--- config.mk ---
export PLATFORM = sky130hd
export DESIGN_NAME = atten_serial_master
export DESIGN_NICKNAME = d
export VERILOG_FILES = /design/src/rtl/atten_ser_pkg.sv /design/src/rtl/atten_code_enc.sv /design/src/rtl/atten_phase_timer.sv /design/src/rtl/atten_shift_out.sv /design/src/rtl/atten_serial_master.sv
export SDC_FILE = /design/constraint.sdc
export NUM_CORES = 1
export LEC_CHECK = 0
export BUFFER_PORTS_ARGS = -buffer_cell sky130_fd_sc_hd__buf_2
export CAP_MARGIN = 15
export CORE_ASPECT_RATIO = 0.75
export CORE_MARGIN = 3
export CORE_UTILIZATION = 30
export CTS_CLUSTER_SIZE = 24
export DETAILED_ROUTE_END_ITERATION = 6
export GPL_ROUTABILITY_DRIVEN = 1
export SLEW_MARGIN = 20
export SYNTH_ARGS = -nofsm -noshare
export SYNTH_HDL_FRONTEND = slang
export SYNTH_HIERARCHICAL = 1
export SYNTH_SLANG_ARGS = --single-unit
--- constraint.sdc ---
create_clock -name clk -period 2.2 [get_ports clk]
set_input_delay 0.11 -clock clk [delete_from_list [all_inputs] [get_ports clk]]
set_output_delay 0.11 -clock clk [all_outputs]
set_load 0.01 [all_outputs]
--- src/rtl/atten_ser_pkg.sv ---
package atten_ser_pkg;

    // Controller states; the names match the state descriptions in the brief.
    typedef enum logic [2:0] {
        ST_IDLE     = 3'd0,
        ST_SHIFT_LO = 3'd1,
        ST_SHIFT_HI = 3'd2,
        ST_GAP      = 3'd3,
        ST_STROBE   = 3'd4,
        ST_FINISH   = 3'd5
    } ser_state_e;

    // Largest of the four timing parameters; sizes the shared phase timer.
    function automatic int max_of4(input int a, input int b, input int c, input int d);
        int m;
        m = a;
        if (b > m) m = b;
        if (c > m) m = c;
        if (d > m) m = d;
        return m;
    endfunction

endpackage

--- src/rtl/atten_code_enc.sv ---
// Clamps the request to the code range, then inverts it (all ones = 0 dB).
module atten_code_enc #(
    parameter int REQ_W  = 8,
    parameter int CODE_W = 6
) (
    input  logic [REQ_W-1:0]  req_i,
    output logic [CODE_W-1:0] code_o
);

    logic [CODE_W-1:0] clamped;

    generate
        if (REQ_W > CODE_W) begin : g_clamp
            logic over;
            assign over    = |req_i[REQ_W-1:CODE_W];
            assign clamped = over ? {CODE_W{1'b1}} : req_i[CODE_W-1:0];
        end else if (REQ_W == CODE_W) begin : g_pass
            assign clamped = req_i;
        end else begin : g_widen
            assign clamped = {{(CODE_W-REQ_W){1'b0}}, req_i};
        end
    endgenerate

    assign code_o = ~clamped;

endmodule

--- src/rtl/atten_phase_timer.sv ---
// Down counter shared by all timed states; it is reloaded on every state change.
module atten_phase_timer #(
    parameter int CNT_W = 4
) (
    input  logic             clk,
    input  logic             rst_n,
    input  logic             load_i,
    input  logic [CNT_W-1:0] load_val_i,
    output logic             expired_o
);

    logic [CNT_W-1:0] cnt_q;

    always_ff @(posedge clk or negedge rst_n) begin
        if (!rst_n) begin
            cnt_q <= '0;
        end else if (load_i) begin
            cnt_q <= load_val_i;
        end else if (cnt_q != '0) begin
            cnt_q <= cnt_q - 1'b1;
        end
    end

    assign expired_o = (cnt_q == '0);

endmodule

--- src/rtl/atten_shift_out.sv ---
// Holds the frame word, presents its top bit and counts the bits sent.
module atten_shift_out #(
    parameter int CODE_W = 6
) (
    input  logic              clk,
    input  logic              rst_n,
    input  logic              load_i,
    input  logic [CODE_W-1:0] word_i,
    input  logic              shift_i,
    output logic              msb_o,
    output logic              last_o
);

    localparam int IDX_W = (CODE_W > 2) ? $clog2(CODE_W) : 1;

    logic [CODE_W-1:0] sreg_q;
    logic [IDX_W-1:0]  idx_q;

    always_ff @(posedge clk or negedge rst_n) begin
        if (!rst_n) begin
            sreg_q <= '0;
            idx_q  <= '0;
        end else if (load_i) begin
            sreg_q <= word_i;
            idx_q  <= '0;
        end else if (shift_i) begin
            sreg_q <= {sreg_q[CODE_W-2:0], 1'b0};
            idx_q  <= idx_q + 1'b1;
        end
    end

    assign msb_o  = sreg_q[CODE_W-1];
    assign last_o = (idx_q == IDX_W'(CODE_W - 1));

endmodule

--- src/rtl/atten_serial_master.sv ---
module atten_serial_master
    import atten_ser_pkg::*;
#(
    parameter int CODE_W    = 6,
    parameter int REQ_W     = 8,
    parameter int LOW_CYC   = 3,
    parameter int HIGH_CYC  = 3,
    parameter int SETUP_CYC = 1,
    parameter int WIDTH_CYC = 3
) (
    input  logic             clk,
    input  logic             rst_n,
    input  logic             start_i,
    input  logic [REQ_W-1:0] atten_i,
    output logic             busy_o,
    output logic             done_o,
    output logic             sclk_o,
    output logic             sdata_o,
    output logic             sle_o
);

    localparam int MAX_CYC = max_of4(LOW_CYC, HIGH_CYC, SETUP_CYC, WIDTH_CYC);
    localparam int CNT_W   = $clog2(MAX_CYC) + 1;

    ser_state_e        state_q, state_nx;
    logic [CODE_W-1:0] code;
    logic              accept;
    logic              expired;
    logic              last_bit;
    logic              msb;
    logic              shift;
    logic              tmr_load;
    logic [CNT_W-1:0]  tmr_val;

    logic sclk_q, sdata_q, sle_q, done_q;

    atten_code_enc #(
        .REQ_W  (REQ_W),
        .CODE_W (CODE_W)
    ) u_enc (
        .req_i  (atten_i),
        .code_o (code)
    );

    atten_phase_timer #(
        .CNT_W (CNT_W)
    ) u_tmr (
        .clk        (clk),
        .rst_n      (rst_n),
        .load_i     (tmr_load),
        .load_val_i (tmr_val),
        .expired_o  (expired)
    );

    atten_shift_out #(
        .CODE_W (CODE_W)
    ) u_shf (
        .clk     (clk),
        .rst_n   (rst_n),
        .load_i  (accept),
        .word_i  (code),
        .shift_i (shift),
        .msb_o   (msb),
        .last_o  (last_bit)
    );

    assign accept = (state_q == ST_IDLE) && start_i;
    assign shift  = (state_q == ST_SHIFT_HI) && expired && !last_bit;

    // Next-state logic
    always_comb begin
        state_nx = state_q;
        unique case (state_q)
            ST_IDLE:     if (start_i) state_nx = ST_SHIFT_LO;
            ST_SHIFT_LO: if (expired) state_nx = ST_SHIFT_HI;
            ST_SHIFT_HI: if (expired) state_nx = last_bit ? ST_GAP : ST_SHIFT_LO;
            ST_GAP:      if (expired) state_nx = ST_STROBE;
            ST_STROBE:   if (expired) state_nx = ST_FINISH;
            ST_FINISH:   state_nx = ST_IDLE;
            default:     state_nx = ST_IDLE;
        endcase
    end

    // The timer is reloaded with the length of the state being entered.
    always_comb begin
        tmr_load = (state_nx != state_q);
        unique case (state_nx)
            ST_SHIFT_LO: tmr_val = CNT_W'(LOW_CYC - 1);
            ST_SHIFT_HI: tmr_val = CNT_W'(HIGH_CYC - 1);
            ST_GAP:      tmr_val = CNT_W'(SETUP_CYC - 1);
            ST_STROBE:   tmr_val = CNT_W'(WIDTH_CYC - 1);
            default:     tmr_val = '0;
        endcase
    end

    // State register
    always_ff @(posedge clk or negedge rst_n) begin
        if (!rst_n) begin
            state_q <= ST_IDLE;
        end else begin
            state_q <= state_nx;
        end
    end

    // Output register: the pins follow the state one cycle later, free of glitches.
    always_ff @(posedge clk or negedge rst_n) begin
        if (!rst_n) begin
            sclk_q  <= 1'b0;
            sdata_q <= 1'b0;
            sle_q   <= 1'b0;
            done_q  <= 1'b0;
        end else begin
            sclk_q  <= (state_q == ST_SHIFT_HI);
            sdata_q <= ((state_q == ST_SHIFT_LO) || (state_q == ST_SHIFT_HI)) && msb;
            sle_q   <= (state_q == ST_STROBE);
            done_q  <= (state_q == ST_FINISH);
        end
    end

    assign busy_o  = (state_q != ST_IDLE);
    assign sclk_o  = sclk_q;
    assign sdata_o = sdata_q;
    assign sle_o   = sle_q;
    assign done_o  = done_q;

endmodule

# --- After elaboration in Yosys (flattened, before gate mapping) ---
# Cells that the tools add are included.
classes:
  addsub: 2
  eq_ne: 10
  n_mux: 15
  n_bitwise: 1
  reduce_logical: 14
op_table:
  columns: ["op", "n"]
  rows:
  - ["$mux W3", 9]
  - ["$mux W6", 3]
  - ["$pmux W3 S5", 1]
  - ["$eq A3 B3 Y1 const B", 4]
  - ["$eq A3 B2 Y1 const B", 3]
  - ["$eq A3 B1 Y1 const B", 2]
  - ["$logic_not A3 Y1", 2]
  - ["$not A6 Y6", 1]
  - ["$reduce_bool A3 Y1", 2]
  - ["$logic_and A1 B1 Y1", 4]
  - ["$mux W2", 2]
  - ["$reduce_bool A2 Y1", 2]
  - ["$add A3 B1 Y3 const B", 1]
  - ["$ne A3 B3 Y1", 1]
  - ["$reduce_or A3 Y1", 1]
  - ["$sub A3 B1 Y3 const B", 1]
  - ["$reduce_or A2 Y1", 1]
  - ["$logic_not A1 Y1", 1]
  - ["$logic_or A1 B1 Y1", 1]
word_totals:
  ff_bits: 19
  in_bits: 11
  elab_cells: 50

# --- Depth between registers and ports, before layout ---
logic_depth:
  ltp_word: 8
  ltp_mapped: 9
  mapped_depth_nobuf: 9

# --- By module ---
# Netlist, hierarchy kept.
by_module_without_submodules:
  columns: ["module", "instances", "cells_each", "area_each_um2", "seq_area_each_um2"]
  rows:
  - ["atten_shift_out", 1, 40, 442.9, 225.2]
  - ["atten_serial_master", 1, 40, 381.6, 175.2]
  - ["atten_phase_timer", 1, 21, 200.2, 75.1]
  - ["atten_code_enc", 1, 6, 30.0, 0.0]

# --- Worst setup path after synthesis ---
# OpenSTA, ideal clock, no wires.
synth_timing:
  kind: "reg-to-reg"
  startpoint: "register u_tmr.cnt_q[0]"
  endpoint: "register u_tmr.cnt_q[0]"
  setup_time_ns: 0.152
  arrival_ns: 1.624
  required_time_ns: 2.048
  setup_slack_ns: 0.424
  path_stages_with_launch: 10
  path_buffers: 0
  synth_period_minus_slack_ns: 1.776
  cell_sequence: "dfrtp_1 -> inv_1 -> ha_1 -> nand2b_1 -> inv_1 -> nand2b_1 -> o211ai_1 -> o21ai_0 -> nor4b_1 -> a221oi_1"
synth_between:
  elab_chain_len: 5
  word_cells_on_any_way: 12
  cone_classes: "add/sub: 1; eq/ne: 1; mux: 7; reduce/logical: 3"
synth_lines:
  columns: ["element", "line_no", "source"]
  rows:
  - ["from (decl)", "atten_phase_timer.sv:12", "logic [CNT_W-1:0] cnt_q;"]
  - ["from (signal assigned)", "atten_phase_timer.sv:18", "cnt_q <= load_val_i;"]
  - ["from (signal assigned)", "atten_phase_timer.sv:20", "cnt_q <= cnt_q - 1'b1;"]
  - ["$logic_not A3 Y1 *", "atten_phase_timer.sv:24", "assign expired_o = (cnt_q == '0);"]
  - ["via expired", "atten_serial_master.sv:28", "logic expired;"]
  - ["$mux W3 (on tied branches)", null, null]
  - ["$pmux W3 S5 *", "atten_serial_master.sv:73", "unique case (state_q)"]
  - ["$ne A3 B3 Y1 *", "atten_serial_master.sv:86", "tmr_load = (state_nx != state_q);"]
  - ["via tmr_load", "atten_serial_master.sv:32", "logic tmr_load;"]
  - ["$mux W3 / $reduce_bool A2 Y1 (equally long branches)", null, null]
# The timed path passes the listed nets; every way through them passes the cells marked *. The select of a mux whose other input is x is not followed.
# A chain may end at the register's enable or synchronous reset.

# --- Final worst setup path ---
layout_timing:
  startpoint: "register u_tmr.cnt_q[0]"
  endpoint: "register u_tmr.cnt_q[1]"
# The elaborated chain is that of the path after synthesis.

==> results by group <==
Critical path
  – Worst endpoint data arrival time: 2.14 ns
  – Startpoint Class: flip-flop
  – Worst path required time: 2.32 ns
  – Setup crit end kind: flip-flop
  – CP max FO: 8
  – Kind of critical path: flip-flop to flip-flop

STA
  – Fin crit share: 0.914
  – Clock skew: 0.00196 ns
  – Setup TNS: 0 ns
  – Final hold violations: 0
  – Hold slack: 0.105 ns
  – Minimum clock period: 2.01 ns
  – Finish-stage setup viols: 0
  – Maximum clock rate: 497 MHz
  – RSZ-0062 raised after global routing: false
  – Final slew viol count: 0

Drt
  – Vias: 807
  – Routed WL: 1.96 mm
  – Via density: 4.95
  – Residual DRC: 0
  – Initial DRC Count: 28
  – Drt wl/cell: 12.0 µm
  – DRT antenna net count: 0
  – Pre-antenna DRT Iters: 4

Synthesis
  – Ys async rst share: 1.00
  – Dominant cell type by area after synthesis: dfrtp_1
  – Yosys warning count: 6
  – Number of synthesized flops with an enable pin: 0
  – Post-Synthesis Cells: 107
  – Area share of the leading cell type in the synthesized netlist: 0.451
  – Synth Flop Type: dfrtp_1
  – Seq/Total Area, Yosys: 0.451
  – Synth area leaders: dfrtp_1 45%, ha_1 4.7%, mux2i_1 4.7%, nand2b_1 3.6%, nor3_1 3.3%
  – Cell Area, Synth: 1050 µm²
  – Post-Syn Area per Cell: 9.86 µm²
  – Distinct cells, synth: 36
  – Seq cells post-synth: 19

Die
  – Die area: 4270 µm²
  – Die Y: 57.4 µm
  – Top Ports: 16
  – Core Region: 3150 µm²
  – Horiz. Die Dim: 74.5 µm
  – Initial core utilization: 0.335
  – Cell Rows: 17

Power
  – Internal: 890 µW
  – Sw Share: 0.378
  – Combinational Power Share: 0.400
  – Psw: 540 µW
  – Static leakage: 0.547 nW
  – Total power: 1.43 mW
  – Power per cell area: 1180 nW/µm²
  – Clock network power share: 0.171
  – VDD IR max: 276 µV
  – Seq pwr share: 0.430

CTS
  – Clock edge transition at the registers on the reported setup and hold paths: 0.07 ns
  – Root Driver: clkbuf_8
  – CTS sink count: 19
  – Setup Buffers After CTS: 0
  – Max clock buf depth: 2
  – CTS tree: done
  – CTS Buf Count: 3
  – Clk_lat worst skew: 0.26 ns
  – H-tree level count: 1

Run status
  – Status: finished clean

Placement
  – HPWL Detailed: 1.47 mm
  – Dpl cell area: 1160 µm²
  – PortBufs: 15
  – RD Place Congestion: 0.794

Finish
  – Nets: 141
  – Layout cells sized above 1: 0.208
  – Fill cells: 314
  – Area Growth Syn to Fin: 15.4%
  – Final Instance Area: 1220 µm²
  – N_diodes: 0

GRT
  – Vias in the first global route: 746
  – GR Overflow Total: 0
  – Largest net degree at the start of global routing: 20
  – First-pass GRT wire length: 3.39 mm
  – Total GRT Usage: 0.102
  – Antenna violations before repair: 0

Flow run
  – Max_cap viols: 0

Worst hold path
  – Hold Crit Class: primary input to flip-flop
[state kept, by name (all words and copies together) (netlist names)]
signal        count
u_shf/sreg_q      6
state_q           3
u_shf/idx_q       3
u_tmr/cnt_q       3
done_o            1
sclk_o            1
sdata_o           1
sle_o             1
[worst paths after layout]
check / slack (ns) / end / cells past startpoint / from
max reg2reg: 0.19 / u_tmr/cnt_q[1]$_DFFE_PN0P_ / 9 / u_tmr/cnt_q[0]$_DFFE_PN0P_
max in group asynchronous: 1.58 / u_shf/idx_q[2]$_DFFE_PN0P_ / 2 / rst_n
min reg2reg: 0.54 / sdata_o$_DFF_PN0_ / 1 / u_shf/sreg_q[5]$_DFFE_PN0P_
min in group asynchronous: 0.32 / u_shf/sreg_q[3]$_DFFE_PN0P_ / 2 / rst_n
max: 0.19 / u_tmr/cnt_q[1]$_DFFE_PN0P_ / 9 / u_tmr/cnt_q[0]$_DFFE_PN0P_
min: 0.11 / u_shf/sreg_q[4]$_DFFE_PN0P_ / 4 / atten_i[4]
[critical path, stage by stage (launching register included)]
cell and delay (ns):
dfrtp_1 0.37, inv_1 0.08, ha_1 0.23, nand2b_1 0.13
inv_1 0.13, nand2b_1 0.16, o211ai_1 0.14, o21ai_2 0.15
nor4b_1 0.38, a311oi_1 0.11
[cell usage in the layout (no fill, tap or decap), types with 2 or more instances in the layout]
cell,netlist,final
nor3_1,7,7
o211ai_1,2,2
dfrtp_1,19,19
ha_1,4,4
and2_1,2,2
buf_2,1,15
xnor2_1,2,2
clkbuf_8,0,3
nor4b_1,2,2
a311oi_1,2,2
conb_1,1,2
o21ai_0,5,4
nor2b_1,4,4
buf_4,1,2
mux2i_1,5,5
inv_1,7,7
nor2_1,6,6
nand2_1,9,9
nand2b_1,6,6
o21ai_1,4,4
[synthesized netlist by cell type (2+ instances only)]
library cell  count
nor3_1            7
a311oi_1          2
mux2i_1           5
nor2b_1           4
nor4b_1           2
nor2_1            6
buf_6             2
nand2b_1          6
dfrtp_1          19
and2_1            2
xnor2_1           2
inv_1             7
nand2_1           9
o21ai_1           4
o21ai_0           5
o211ai_1          2
ha_1              4
[power by group through the flow]
stage                     combinational [mW]  clock, mW  sequential (mW)
final                                  0.572      0.244            0.615
after floorplan                        0.490          0            0.564
after global routing                   0.645      0.267            0.641
after global placement                 0.538          0            0.611
after CTS                              0.566      0.255            0.613
after detailed placement               0.565          0            0.619
[metal layers]
layer / track usage / vias to the layer above / wire, µm / part of all wire
met1: 0.138 / 384 / 922 / 0.47
met3: 0.0264 / 0 / 84 / 0.043
met5: 0 / - / 0 / 0
met4: 0.0305 / 0 / 0 / 0
li1: - / 403 / - / -
met2: 0.160 / 20 / 957 / 0.49
[cells by family after synthesis]
kind of cell | after synthesis | synth area share
other cells | 1 | 0.00356
buf+inv | 12 | 0.0617
flops | 19 | 0.451
mux | 5 | 0.0475
compound gates | 21 | 0.140
simple gates | 43 | 0.233
fa+ha+maj | 4 | 0.0475
xor+xnor | 2 | 0.0166
[what timing repair did]
action / in CTS / in global routing
hold buffers: 1 / 0
setup endpoints to repair: 0 / 3
hold endpoints to repair: 19 / 0
resized for setup: 0 / 2
[area by class of cell]
type | count | area (µm²) | share of cell area
clock buffer | 3 | 41.3 | 0.0339
tap | 38 | 47.5 | 0.0391
sequential | 19 | 475 | 0.391
inverter | 7 | 26.3 | 0.0216
timing repair buffer | 18 | 100 | 0.0822
clock inverter | 1 | 5.00 | 0.00411
multi-input combinational | 77 | 522 | 0.429
[per-stage QoR]
step | std cells | util | setup WS, ns
after floorplan | 108 | - | 0.424
after global placement | 158 | 0.368 | 0.276
after detailed placement | 158 | 0.368 | 0.0822
after CTS | 163 | 0.386 | 0.0752
after global routing | 163 | 0.387 | 0.0588
final | 163 | 0.387 | 0.189
(Power assumes the default switching activity.)
